--- src/rtl/tmr_pkg.sv ---
package tmr_pkg;
    localparam int NUM_CNT = 3;
    localparam int BUS_AW  = 5;
    localparam int BUS_DW  = 32;

    localparam logic [BUS_AW-1:0] RA_CLKSEL  = 5'd0;
    localparam logic [BUS_AW-1:0] RA_ENABLE  = 5'd1;
    localparam logic [BUS_AW-1:0] RA_RESTART = 5'd2;
    localparam logic [BUS_AW-1:0] RA_MODE    = 5'd3;
    localparam logic [BUS_AW-1:0] RA_STATUS  = 5'd4;
    localparam logic [BUS_AW-1:0] RA_IRQEN   = 5'd5;
    localparam logic [BUS_AW-1:0] RA_CLEAR   = 5'd6;
    localparam logic [BUS_AW-1:0] RA_MATCH   = 5'd8;
    localparam logic [BUS_AW-1:0] RA_SNAP    = 5'd12;
    localparam logic [BUS_AW-1:0] RA_COUNT   = 5'd16;

    // bits that exist in the clock-select register
    localparam logic [BUS_DW-1:0] CLKSEL_MASK = 32'h0000_006F;

    typedef enum logic [1:0] {
        CH_IDLE  = 2'd0,
        CH_RUN   = 2'd1,
        CH_DRAIN = 2'd2
    } ch_state_e;

    typedef enum logic {
        RQ_IDLE = 1'b0,
        RQ_WAIT = 1'b1
    } rq_state_e;

    // lsb of each counter's source field
    function automatic int src_lsb(input int idx);
        return (idx == 0) ? 0 : (idx == 1) ? 2 : 5;
    endfunction
endpackage

--- src/rtl/tmr_tick_sel.sv ---
module tmr_tick_sel #(
    parameter int IDX = 0
) (
    input  logic [1:0] code,
    input  logic       tick_fast,
    input  logic       tick_32k,
    input  logic       tick_1k,
    output logic       tick
);
    generate
        if (IDX == 0) begin : g_sel0
            always_comb begin
                case (code)
                    2'd0:    tick = tick_fast;
                    2'd1:    tick = tick_32k;
                    default: tick = 1'b0;
                endcase
            end
        end else if (IDX == 1) begin : g_sel1
            always_comb begin
                case (code)
                    2'd0:    tick = tick_fast;
                    2'd1:    tick = tick_32k;
                    2'd2:    tick = tick_1k;
                    default: tick = 1'b0;
                endcase
            end
        end else begin : g_sel2
            always_comb begin
                case (code)
                    2'd0:    tick = tick_fast;
                    2'd1:    tick = tick_1k;
                    2'd2:    tick = tick_32k;
                    default: tick = 1'b0;
                endcase
            end
        end
    endgenerate
endmodule

--- src/rtl/tmr_req.sv ---
module tmr_req
    import tmr_pkg::*;
#(
    parameter int REQ_TICKS = 2
) (
    input  logic clk,
    input  logic rst_n,
    input  logic req,
    input  logic tick,
    output logic busy,
    output logic fire
);
    localparam int TW = (REQ_TICKS > 1) ? $clog2(REQ_TICKS) : 1;
    localparam logic [TW-1:0] LAST = TW'(REQ_TICKS - 1);

    rq_state_e      st, st_n;
    logic [TW-1:0]  tc, tc_n;

    always_comb begin
        st_n = st;
        tc_n = tc;
        unique case (st)
            RQ_IDLE: begin
                if (req) begin
                    st_n = RQ_WAIT;
                    tc_n = '0;
                end
            end
            RQ_WAIT: begin
                if (tick) begin
                    if (tc == LAST) st_n = RQ_IDLE;
                    else            tc_n = tc + 1'b1;
                end
            end
            default: st_n = RQ_IDLE;
        endcase
    end

    always_ff @(posedge clk) begin
        if (!rst_n) begin
            st <= RQ_IDLE;
            tc <= '0;
        end else begin
            st <= st_n;
            tc <= tc_n;
        end
    end

    always_comb begin
        busy = (st == RQ_WAIT);
        fire = (st == RQ_WAIT) && tick && (tc == LAST);
    end

    // an accepted request is pending on the next cycle
    a_r7_request_arms: assert property (@(posedge clk) disable iff (!rst_n)
        (req && st == RQ_IDLE) |=> busy);
    // completion leaves nothing pending
    a_r7_fire_ends: assert property (@(posedge clk) disable iff (!rst_n)
        fire |=> !busy);
endmodule

--- src/rtl/tmr_chan.sv ---
module tmr_chan
    import tmr_pkg::*;
#(
    parameter int CNT_W      = 32,
    parameter int STOP_TICKS = 2,
    parameter int REQ_TICKS  = 2
) (
    input  logic             clk,
    input  logic             rst_n,
    input  logic             tick,
    input  logic             en,
    input  logic [CNT_W-1:0] match_val,
    input  logic             restart_req,
    input  logic             snap_req,
    input  logic             clr,
    output logic [CNT_W-1:0] count,
    output logic [CNT_W-1:0] snap,
    output logic             status,
    output logic             restart_busy,
    output logic             snap_busy
);
    localparam int DW = (STOP_TICKS > 1) ? $clog2(STOP_TICKS) : 1;
    localparam logic [DW-1:0] DLAST = DW'(STOP_TICKS - 1);

    ch_state_e        st, st_n;
    logic [DW-1:0]    dcnt;
    logic [CNT_W-1:0] act_match, cmp, cnt_n;
    logic             counting, hit, rs_fire, sn_fire;

    tmr_req #(.REQ_TICKS(REQ_TICKS)) u_restart (
        .clk(clk), .rst_n(rst_n), .req(restart_req), .tick(tick),
        .busy(restart_busy), .fire(rs_fire)
    );

    tmr_req #(.REQ_TICKS(REQ_TICKS)) u_snap (
        .clk(clk), .rst_n(rst_n), .req(snap_req), .tick(tick),
        .busy(snap_busy), .fire(sn_fire)
    );

    // channel state machine: next state
    always_comb begin
        st_n = st;
        unique case (st)
            CH_IDLE:  if (en) st_n = CH_RUN;
            CH_RUN:   if (!en) st_n = CH_DRAIN;
            CH_DRAIN: begin
                if (en)                          st_n = CH_RUN;
                else if (tick && dcnt == DLAST)  st_n = CH_IDLE;
            end
            default:  st_n = CH_IDLE;
        endcase
    end

    always_ff @(posedge clk) begin
        if (!rst_n) begin
            st   <= CH_IDLE;
            dcnt <= '0;
        end else begin
            st <= st_n;
            if (st != CH_DRAIN) dcnt <= '0;
            else if (tick)      dcnt <= dcnt + 1'b1;
        end
    end

    // counting datapath
    always_comb begin
        counting = (st != CH_IDLE) && tick;
        cmp      = rs_fire ? match_val : act_match;
        if (rs_fire)       cnt_n = '0;
        else if (counting) cnt_n = count + 1'b1;
        else               cnt_n = count;
        hit = (rs_fire || counting) && (cnt_n == cmp);
    end

    always_ff @(posedge clk) begin
        if (!rst_n) begin
            count     <= '0;
            act_match <= '0;
            status    <= 1'b0;
            snap      <= '0;
        end else begin
            count <= cnt_n;
            if (rs_fire || (st == CH_IDLE && en)) act_match <= match_val;
            if (hit)      status <= 1'b1;
            else if (clr) status <= 1'b0;
            if (sn_fire)  snap <= cnt_n;
        end
    end

    // a stopped counter holds unless a restart lands
    a_r3_idle_holds: assert property (@(posedge clk) disable iff (!rst_n)
        (st == CH_IDLE && !rs_fire) |=> (count == $past(count)));
    // a match leaves status set
    a_r5_hit_sets_status: assert property (@(posedge clk) disable iff (!rst_n)
        hit |=> status);
    // clear without a concurrent match drops status
    a_r6_clear_drops: assert property (@(posedge clk) disable iff (!rst_n)
        (clr && !hit) |=> !status);
    // restart completion zeroes the count
    a_r7_restart_zeroes: assert property (@(posedge clk) disable iff (!rst_n)
        rs_fire |=> (count == '0));
    // captured value equals the live count it was taken from
    a_r9_snap_equals_live: assert property (@(posedge clk) disable iff (!rst_n)
        sn_fire |=> (snap == count));
endmodule

--- src/rtl/mtimer_top.sv ---
module mtimer_top
    import tmr_pkg::*;
#(
    parameter int CNT_W      = 32,
    parameter int STOP_TICKS = 2,
    parameter int REQ_TICKS  = 2
) (
    input  logic              clk,
    input  logic              rst_n,
    input  logic [BUS_AW-1:0] addr,
    input  logic              wr_en,
    input  logic [BUS_DW-1:0] wr_data,
    output logic [BUS_DW-1:0] rd_data,
    input  logic              tick_fast,
    input  logic              tick_32k,
    input  logic              tick_1k,
    output logic [NUM_CNT-1:0] irq
);
    logic [BUS_DW-1:0]  clksel_q;
    logic [NUM_CNT-1:0] enable_q, mode_q, irqen_q;
    logic [CNT_W-1:0]   match_q [NUM_CNT];

    logic [CNT_W-1:0]   cnt_w  [NUM_CNT];
    logic [CNT_W-1:0]   snap_w [NUM_CNT];
    logic [NUM_CNT-1:0] status_w, rs_busy, sn_busy;
    logic [NUM_CNT-1:0] rs_req, sn_req, clr_w, tick_w;

    always_ff @(posedge clk) begin
        if (!rst_n) begin
            clksel_q <= '0;
            enable_q <= '0;
            mode_q   <= '0;
            irqen_q  <= '0;
            for (int i = 0; i < NUM_CNT; i++) match_q[i] <= '0;
        end else if (wr_en) begin
            if (addr == RA_CLKSEL) clksel_q <= wr_data & CLKSEL_MASK;
            if (addr == RA_ENABLE) enable_q <= wr_data[NUM_CNT-1:0];
            if (addr == RA_MODE)   mode_q   <= wr_data[NUM_CNT-1:0];
            if (addr == RA_IRQEN)  irqen_q  <= wr_data[NUM_CNT-1:0];
            for (int i = 0; i < NUM_CNT; i++)
                if (addr == RA_MATCH + BUS_AW'(i)) match_q[i] <= wr_data[CNT_W-1:0];
        end
    end

    generate
        for (genvar g = 0; g < NUM_CNT; g++) begin : g_ch
            localparam int LSB = src_lsb(g);

            tmr_tick_sel #(.IDX(g)) u_sel (
                .code(clksel_q[LSB +: 2]),
                .tick_fast(tick_fast),
                .tick_32k(tick_32k),
                .tick_1k(tick_1k),
                .tick(tick_w[g])
            );

            assign rs_req[g] = wr_en && (addr == RA_RESTART) && wr_data[g];
            assign sn_req[g] = wr_en && (addr == RA_SNAP + BUS_AW'(g)) && wr_data[0];
            assign clr_w[g]  = wr_en && (addr == RA_CLEAR) && wr_data[g];

            tmr_chan #(
                .CNT_W(CNT_W), .STOP_TICKS(STOP_TICKS), .REQ_TICKS(REQ_TICKS)
            ) u_chan (
                .clk(clk), .rst_n(rst_n), .tick(tick_w[g]), .en(enable_q[g]),
                .match_val(match_q[g]), .restart_req(rs_req[g]),
                .snap_req(sn_req[g]), .clr(clr_w[g]),
                .count(cnt_w[g]), .snap(snap_w[g]), .status(status_w[g]),
                .restart_busy(rs_busy[g]), .snap_busy(sn_busy[g])
            );

            assign irq[g] = status_w[g] & irqen_q[g];
        end
    endgenerate

    always_comb begin
        rd_data = '0;
        unique case (addr)
            RA_CLKSEL:  rd_data = clksel_q;
            RA_ENABLE:  rd_data = BUS_DW'(enable_q);
            RA_RESTART: rd_data = BUS_DW'(rs_busy);
            RA_MODE:    rd_data = BUS_DW'(mode_q);
            RA_STATUS:  rd_data = BUS_DW'(status_w);
            RA_IRQEN:   rd_data = BUS_DW'(irqen_q);
            default: begin
                for (int i = 0; i < NUM_CNT; i++) begin
                    if (addr == RA_MATCH + BUS_AW'(i)) rd_data = BUS_DW'(match_q[i]);
                    if (addr == RA_SNAP  + BUS_AW'(i)) rd_data = BUS_DW'(snap_w[i]);
                    if (addr == RA_COUNT + BUS_AW'(i)) rd_data = BUS_DW'(cnt_w[i]);
                end
            end
        endcase
    end

    // a raised interrupt needs its enable bit
    a_r6_irq_masked: assert property (@(posedge clk) disable iff (!rst_n)
        (irqen_q == '0) |-> (irq == '0));
endmodule

--- config.mk ---
export PLATFORM = sky130hd
export DESIGN_NAME = mtimer_top
export DESIGN_NICKNAME = d
export VERILOG_FILES = /design/src/rtl/tmr_pkg.sv /design/src/rtl/tmr_tick_sel.sv /design/src/rtl/tmr_req.sv /design/src/rtl/tmr_chan.sv /design/src/rtl/mtimer_top.sv
export SDC_FILE = /design/constraint.sdc
export NUM_CORES = 1
export LEC_CHECK = 0
export BUFFER_PORTS_ARGS = -buffer_cell sky130_fd_sc_hd__buf_2
export CORE_ASPECT_RATIO = 2
export CORE_MARGIN = 4
export CORE_UTILIZATION = 60
export CTS_CLUSTER_DIAMETER = 120
export CTS_CLUSTER_SIZE = 12
export DETAILED_ROUTE_END_ITERATION = 16
export GPL_ROUTABILITY_DRIVEN = 0
export MAX_ROUTING_LAYER = met4
export PLACE_DENSITY = 0.78
export SETUP_SLACK_MARGIN = 0.5
export SLEW_MARGIN = 20
export SYNTH_ARGS = -nofsm -noshare
export SYNTH_HDL_FRONTEND = slang
export SYNTH_HIERARCHICAL = 1
export SYNTH_SLANG_ARGS = --single-unit
export TNS_END_PERCENT = 20
--- constraint.sdc ---
create_clock -name clk -period 9.08 [get_ports clk]
set_clock_uncertainty 0.2 [all_clocks]
set_input_delay 1.816 -clock clk [delete_from_list [all_inputs] [get_ports clk]]
set_output_delay 1.816 -clock clk [all_outputs]
set_load 0.03 [all_outputs]
; ---- Yosys cells after proc, flatten, opt, wreduce, memory -nomap -nowiden
; Memory sizes are Yosys's and may differ from the RTL's.
; Cells that the tools add are included.
[word_totals]
mem_bits_rw = 96
n_memories = 1
output_inout_bits = 35
input_bits = 43
latch_bits = 0
mem_bits_ro = 0
regBits = 327
word_cells = 293
[op_classes]
bitwise_logic = 13
order_cmp = 0
mul = 0
mux = 107
n_reduce_logical = 73
shift = 0
eq_ne = 53
n_addsub = 12
div_mod_pow = 0
[mem_list]
columns = name, words, width, rd, rd_clocked_by_memory_dff, write_ports, line
row1 = match_q, 3, 32, 3, 0, 3, mtimer_top.sv:21  ; logic [CNT_W-1:0] match_q [NUM_CNT];
[op_table]
columns = op, n
row1 = $mux 32, 21
row2 = $pmux 32 s6, 1
row3 = $add 32x1->32 const B, 3
row4 = $eq 32x32->1, 3
row5 = $mux 1, 55
row6 = $logic_and 1x1->1, 38
row7 = $eq 5x4->1 const B, 6
row8 = $pmux 1 s2, 13
row9 = $mux 2, 12
row10 = $ne 2x1->1 const B, 12
row11 = $reduce_and 2->1, 10
row12 = $ne 2x2->1 const B, 9
row13 = $pmux 2 s3, 3
row14 = $eq 5x3->1 const B, 3
row15 = $eq 5x5->1 const B, 3
row16 = $eq 2x1->1 const B, 6
row17 = $logic_not 2->1, 6
row18 = $reduce_bool 2->1, 6
row19 = $eq 2x2->1 const B, 5
row20 = $eq 5x2->1 const B, 2
row21 = $add 1x1->1 const B, 9
row22 = $ne 3x2->1 const B, 3
row23 = $reduce_and 3->1, 3
row24 = $not 1->1, 7
row25 = other kinds (7), 19

; ---- Depth between registers and ports, before layout
[depth]
ltp_word = 11
depth_mapped = 13
depth_no_buf = 11

; ---- Cells and area by module
; The synthesis kept the hierarchy.
[modules_own_cells]
columns = mod, area_each_um2, cells_per_inst, n_inst
row1 = tmr_chan at g_ch[1].u_chan ..., 4817.1, 581, 2
row2 = mtimer_top, 6671.4, 683, 1
row3 = tmr_chan at g_ch[0].u_chan, 4983.5, 603, 1
row4 = tmr_req, 82.6, 9, 6
row5 = tmr_tick_sel at g_ch[1].u_sel ..., 22.5, 3, 2
row6 = tmr_tick_sel at g_ch[0].u_sel, 13.8, 2, 1

; ---- Worst setup path before layout
; No wires, ideal clock.
[synth_path]
path_kind = input-to-output
start = in addr[0]
end = out rd_data[11]
setup_slack_ns = 3.351
t_arrival_ns = 3.713
cell_stages = 8
required_time_ns = 7.064
cell_sequence = buf_2 > nand2b_1 > or3_1 > buf_2 > buf_6 > a21oi_1 > a2111oi_0 > o31ai_1
[synth_via]
elab_chain_cells = 11
word_cells_on_any_way = 25
[synth_lines]
columns = item, line
row1 = start: declaration, mtimer_top.sv:10  ; input logic [BUS_AW-1:0] addr,
row2 = $eq 5x4->1, mtimer_top.sv:86  ; if (addr == RA_MATCH + BUS_AW'(i)) rd_data = BUS_DW'(match_q[i]);
row3 = $mux 32, mtimer_top.sv:86
row4 = $mux 32, mtimer_top.sv:87  ; if (addr == RA_SNAP + BUS_AW'(i)) rd_data = BUS_DW'(snap_w[i]);
row5 = $mux 32, mtimer_top.sv:88  ; if (addr == RA_COUNT + BUS_AW'(i)) rd_data = BUS_DW'(cnt_w[i]);
row6 = $mux 32, mtimer_top.sv:86
row7 = $mux 32, mtimer_top.sv:87
row8 = $mux 32, mtimer_top.sv:88
row9 = $mux 32, mtimer_top.sv:86
row10 = $mux 32, mtimer_top.sv:87
row11 = $mux 32, mtimer_top.sv:88
row12 = $pmux 32 s6 *, mtimer_top.sv:77  ; unique case (addr)
row13 = end: declaration, mtimer_top.sv:13  ; output logic [BUS_DW-1:0] rd_data,
; Mark *: on every way between the ends. The rest lies on a longest branch, timed or not.

; ---- Worst setup path after layout
[layout_path]
start = in addr[1]
end = out rd_data[8]
; Same word-level chain as after synthesis.

==> impl_metrics.yaml <==
synth:
  yosys-top-cells-area: "dfxtp_1 (30%), edfxtp_1 (13%), nand2_1 (5.3%), nor2_1 (4.7%), xnor2_1 (4.0%)"
  ys_seq_area_share_pct: 43.2
  async_reset_ff_share_pct: 0
  netlist_area_sq_mm: 0.0218
  ys_ff_latch: 423
  synth_top_area_share_pct: 30.0
  synth_edf_count: 96
  synth_cell_type_count: 90
  syn_area_per_cell_sq_um: 8.70
  syn_inst: 2510
  synth_nets: 2556
  yosys.area.top_type: "dfxtp_1"
  yosysWarnings: 6
  synthFlopType: "dfxtp_1"
detailed_routing:
  drc_errors: 0
  via_per_inst: 6.85
  routed_wl_um: 79300
  drt_pass1_iterations: 7
  wl_per_cell_um: 26.7
  drtIter0Drc: 2410
  num_vias: 20300
  ant_nets: 0
power:
  vdd_drop_max_uv: 179
  cellLeakagePower_nw: 7.87
  finalPower_mw: 3.78
  powerDensity_mw_per_mm2: 161
timing:
  fin_ws_ns: 2.22
  hold_viol: 0
  max_freq_mhz: 146
  setup_viol: 0
  fin_crit_sh_pct: 75.6
  min_period_ns: 6.86
  relSlewSlack_pct: 26.9
  tightest_slew_ns: 1.09
  setup_tns_ns: 0
  rsz0062_at_grt: "no"
  slew_violations: 0
clocking:
  cts_buffers: 41
  insertion_delay_ns: 0.56
  cts_hold_buffers: 0
  clockRootBuffer: "clkbuf_16"
  postCtsSetupRepairBufs: 0
  cts_buffer_depth: 3
  ctsResizeCount: 0
  cts_num_sinks: 423
  htreeDepth: 2
  clk_pin_slew_worst_paths_ns: 0.06
  cts_tree: "built"
setup_path:
  end_kind: "primary output"
  worstPathArrival_ns: 4.84
  crit_type: "input port to primary output"
  cp_max_fo: 31
  reg2regPathDepth: 11
  cp_data_required_time_ns: 7.06
  cp-start-kind: "input port"
cells_and_area:
  finalNetCount: 2541
  drive_gt1_share_pct: 7.88
  diodes: 0
  syn_to_final_growth_pct: 7.47
grt:
  grt_max_degree: 79
  grt_pass1_vias: 19700
  grt_overflow: 0
  antenna_found_initial: 0
  grt_usage_pct: 40.2
  grt_pass1_wl_um: 118000
die:
  fp.dieW_um: 143
  die_area_sq_mm: 0.0397
  num_rows: 98
  start_util_pct: 60.8
  core_sq_mm: 0.0359
  io_pins: 78
  die_y_um: 278
placement:
  io_buffers: 77
  dp_slack_ns: 2.40
  dp.final_hpwl_um: 58800
outcome:
  status: "finished clean"
worst_hold_path:
  hold_class: "flop to flop"
  worstHoldPathCells: 2
flow_run:
  maxCapViolCount: 0
## path summary, 6_finish.rpt
path	startpoint	endpoint	slack [ns]
setup / recovery	addr[1]	rd_data[8]	2.22
hold / removal	g_ch[1].u_chan/u_restart/tc$_SDFFE_PN0P_	g_ch[1].u_chan/u_restart/tc$_SDFFE_PN0P_	0.25
setup reg to reg	clksel_q[0]$_SDFFE_PN0P_	g_ch[0].u_chan/status$_SDFFE_PN0P_	4.00
hold reg to reg	g_ch[1].u_chan/u_restart/tc$_SDFFE_PN0P_	g_ch[1].u_chan/u_restart/tc$_SDFFE_PN0P_	0.25
## placed cells by master, fill, tap and decap left out, types with 12 or more instances in the layout
cell	Yosys	layout
nor3_1	64	64
inv_1	55	55
o31ai_1	16	15
nor2b_1	94	94
buf_4	11	30
a21boi_0	105	105
buf_2	31	75
edfxtp_1	96	96
and3_1	26	26
a22o_1	13	13
nand3_1	53	53
and2_1	81	81
clkbuf_16	0	41
nand2_1	307	305
o21ai_0	65	64
and4_1	16	16
clkbuf_1	108	18
mux2i_1	64	64
xnor2_1	101	101
nor2_1	276	275
a22oi_1	13	13
dfxtp_1	327	327
o22ai_1	71	71
a21oi_1	130	127
nand4_1	26	26
o21ai_1	12	12
a2111oi_0	25	25
or3_1	12	12
nor4_1	32	32
xor2_1	44	44
or4_1	22	22
## synth_stat cells (all sizes together) (7+ instances only)
| library cell | instances |
|---|---|
| o21ai | 77 |
| nor2b | 94 |
| nand2 | 307 |
| o41ai | 8 |
| nor4 | 35 |
| nor2 | 282 |
| or3 | 13 |
| and3 | 32 |
| a22o | 13 |
| nand3 | 53 |
| dfxtp | 327 |
| or4 | 22 |
| a21boi | 105 |
| inv | 56 |
| nor3 | 66 |
| xnor2 | 101 |
| nor3b | 9 |
| o31ai | 16 |
| xnor3 | 7 |
| o22a | 7 |
| a31oi | 9 |
| o211ai | 8 |
| xor2 | 44 |
| a22oi | 13 |
| buf | 53 |
| o22ai | 71 |
| a2111oi | 27 |
| a211oi | 8 |
| a21oi | 130 |
| o2111ai | 7 |
| and4 | 18 |
| clkbuf | 111 |
| mux2i | 64 |
| and2 | 82 |
| nand2b | 10 |
| o221ai | 8 |
| nor4b | 8 |
| edfxtp | 96 |
| nand4 | 29 |
## power by group
part	leakage, nW	internal (mW)	switching [mW]
clock network	0.551	0.837	0.726
registers	3.55	1.95	0.0473
logic	3.77	0.0676	0.151
total	7.87	2.86	0.925
## stage by stage
step           instance area [sq um]  cells  hold slack, ns  util [%]
4_1_cts                        23500   2964           0.254      65.3
6_report                       23500   2964           0.253      65.3
5_1_grt                        23500   2964           0.267      65.3
3_3_place_gp                   22300   2902           0.237      62.1
2_1_floorplan                  21800   2510           0.230         -
3_5_place_dp                   22300   2902           0.245      62.1
## sequential cells by signal, indices dropped and copies added, names as in the netlist
name	flops
clksel_q	6
enable_q	3
g_ch.u_chan/act_match	96
g_ch.u_chan/count	96
g_ch.u_chan/dcnt	3
g_ch.u_chan/snap	96
g_ch.u_chan/st	6
g_ch.u_chan/status	3
g_ch.u_chan/u_restart/busy	3
g_ch.u_chan/u_restart/tc	3
g_ch.u_chan/u_snap/busy	3
g_ch.u_chan/u_snap/tc	3
irqen_q	3
match_q	96
mode_q	3
## logic make-up after synthesis
logic type | synth area share, %
fa+ha+maj | 0.172
compound gates | 17.0
buf+inv | 4.34
simple gates | 25.2
xor+xnor | 6.97
mux | 3.14
flops | 43.2
## worst max-delay path, stage by stage
cell and delay [ns]:
buf_2 0.52, buf_4 0.39, nand4bb_1 0.77, a21oi_1 0.37, a2111oi_0 0.09, nor3_1 0.55, buf_2 0.31
## per-layer routing
metal	wire length (um)	track usage (%)	vias to the layer above	share of wire [%]
met3	8070	5.83	513	10
met5	0	-	-	0
met4	8850	33.3	0	11
met1	24900	43.0	9390	31
met2	37500	64.5	1545	47
li1	-	-	8859	-
## final cells by class
cell class | instances | area, sq um
fill | 3018 | 12500
multi-input combinational | 1867 | 11500
clock buffer | 59 | 1090
clock inverter | 3 | 57.6
tap | 450 | 563
inverter | 56 | 210
sequential | 423 | 9430
timing repair buffer | 106 | 612
(Power assumes the default switching activity.)
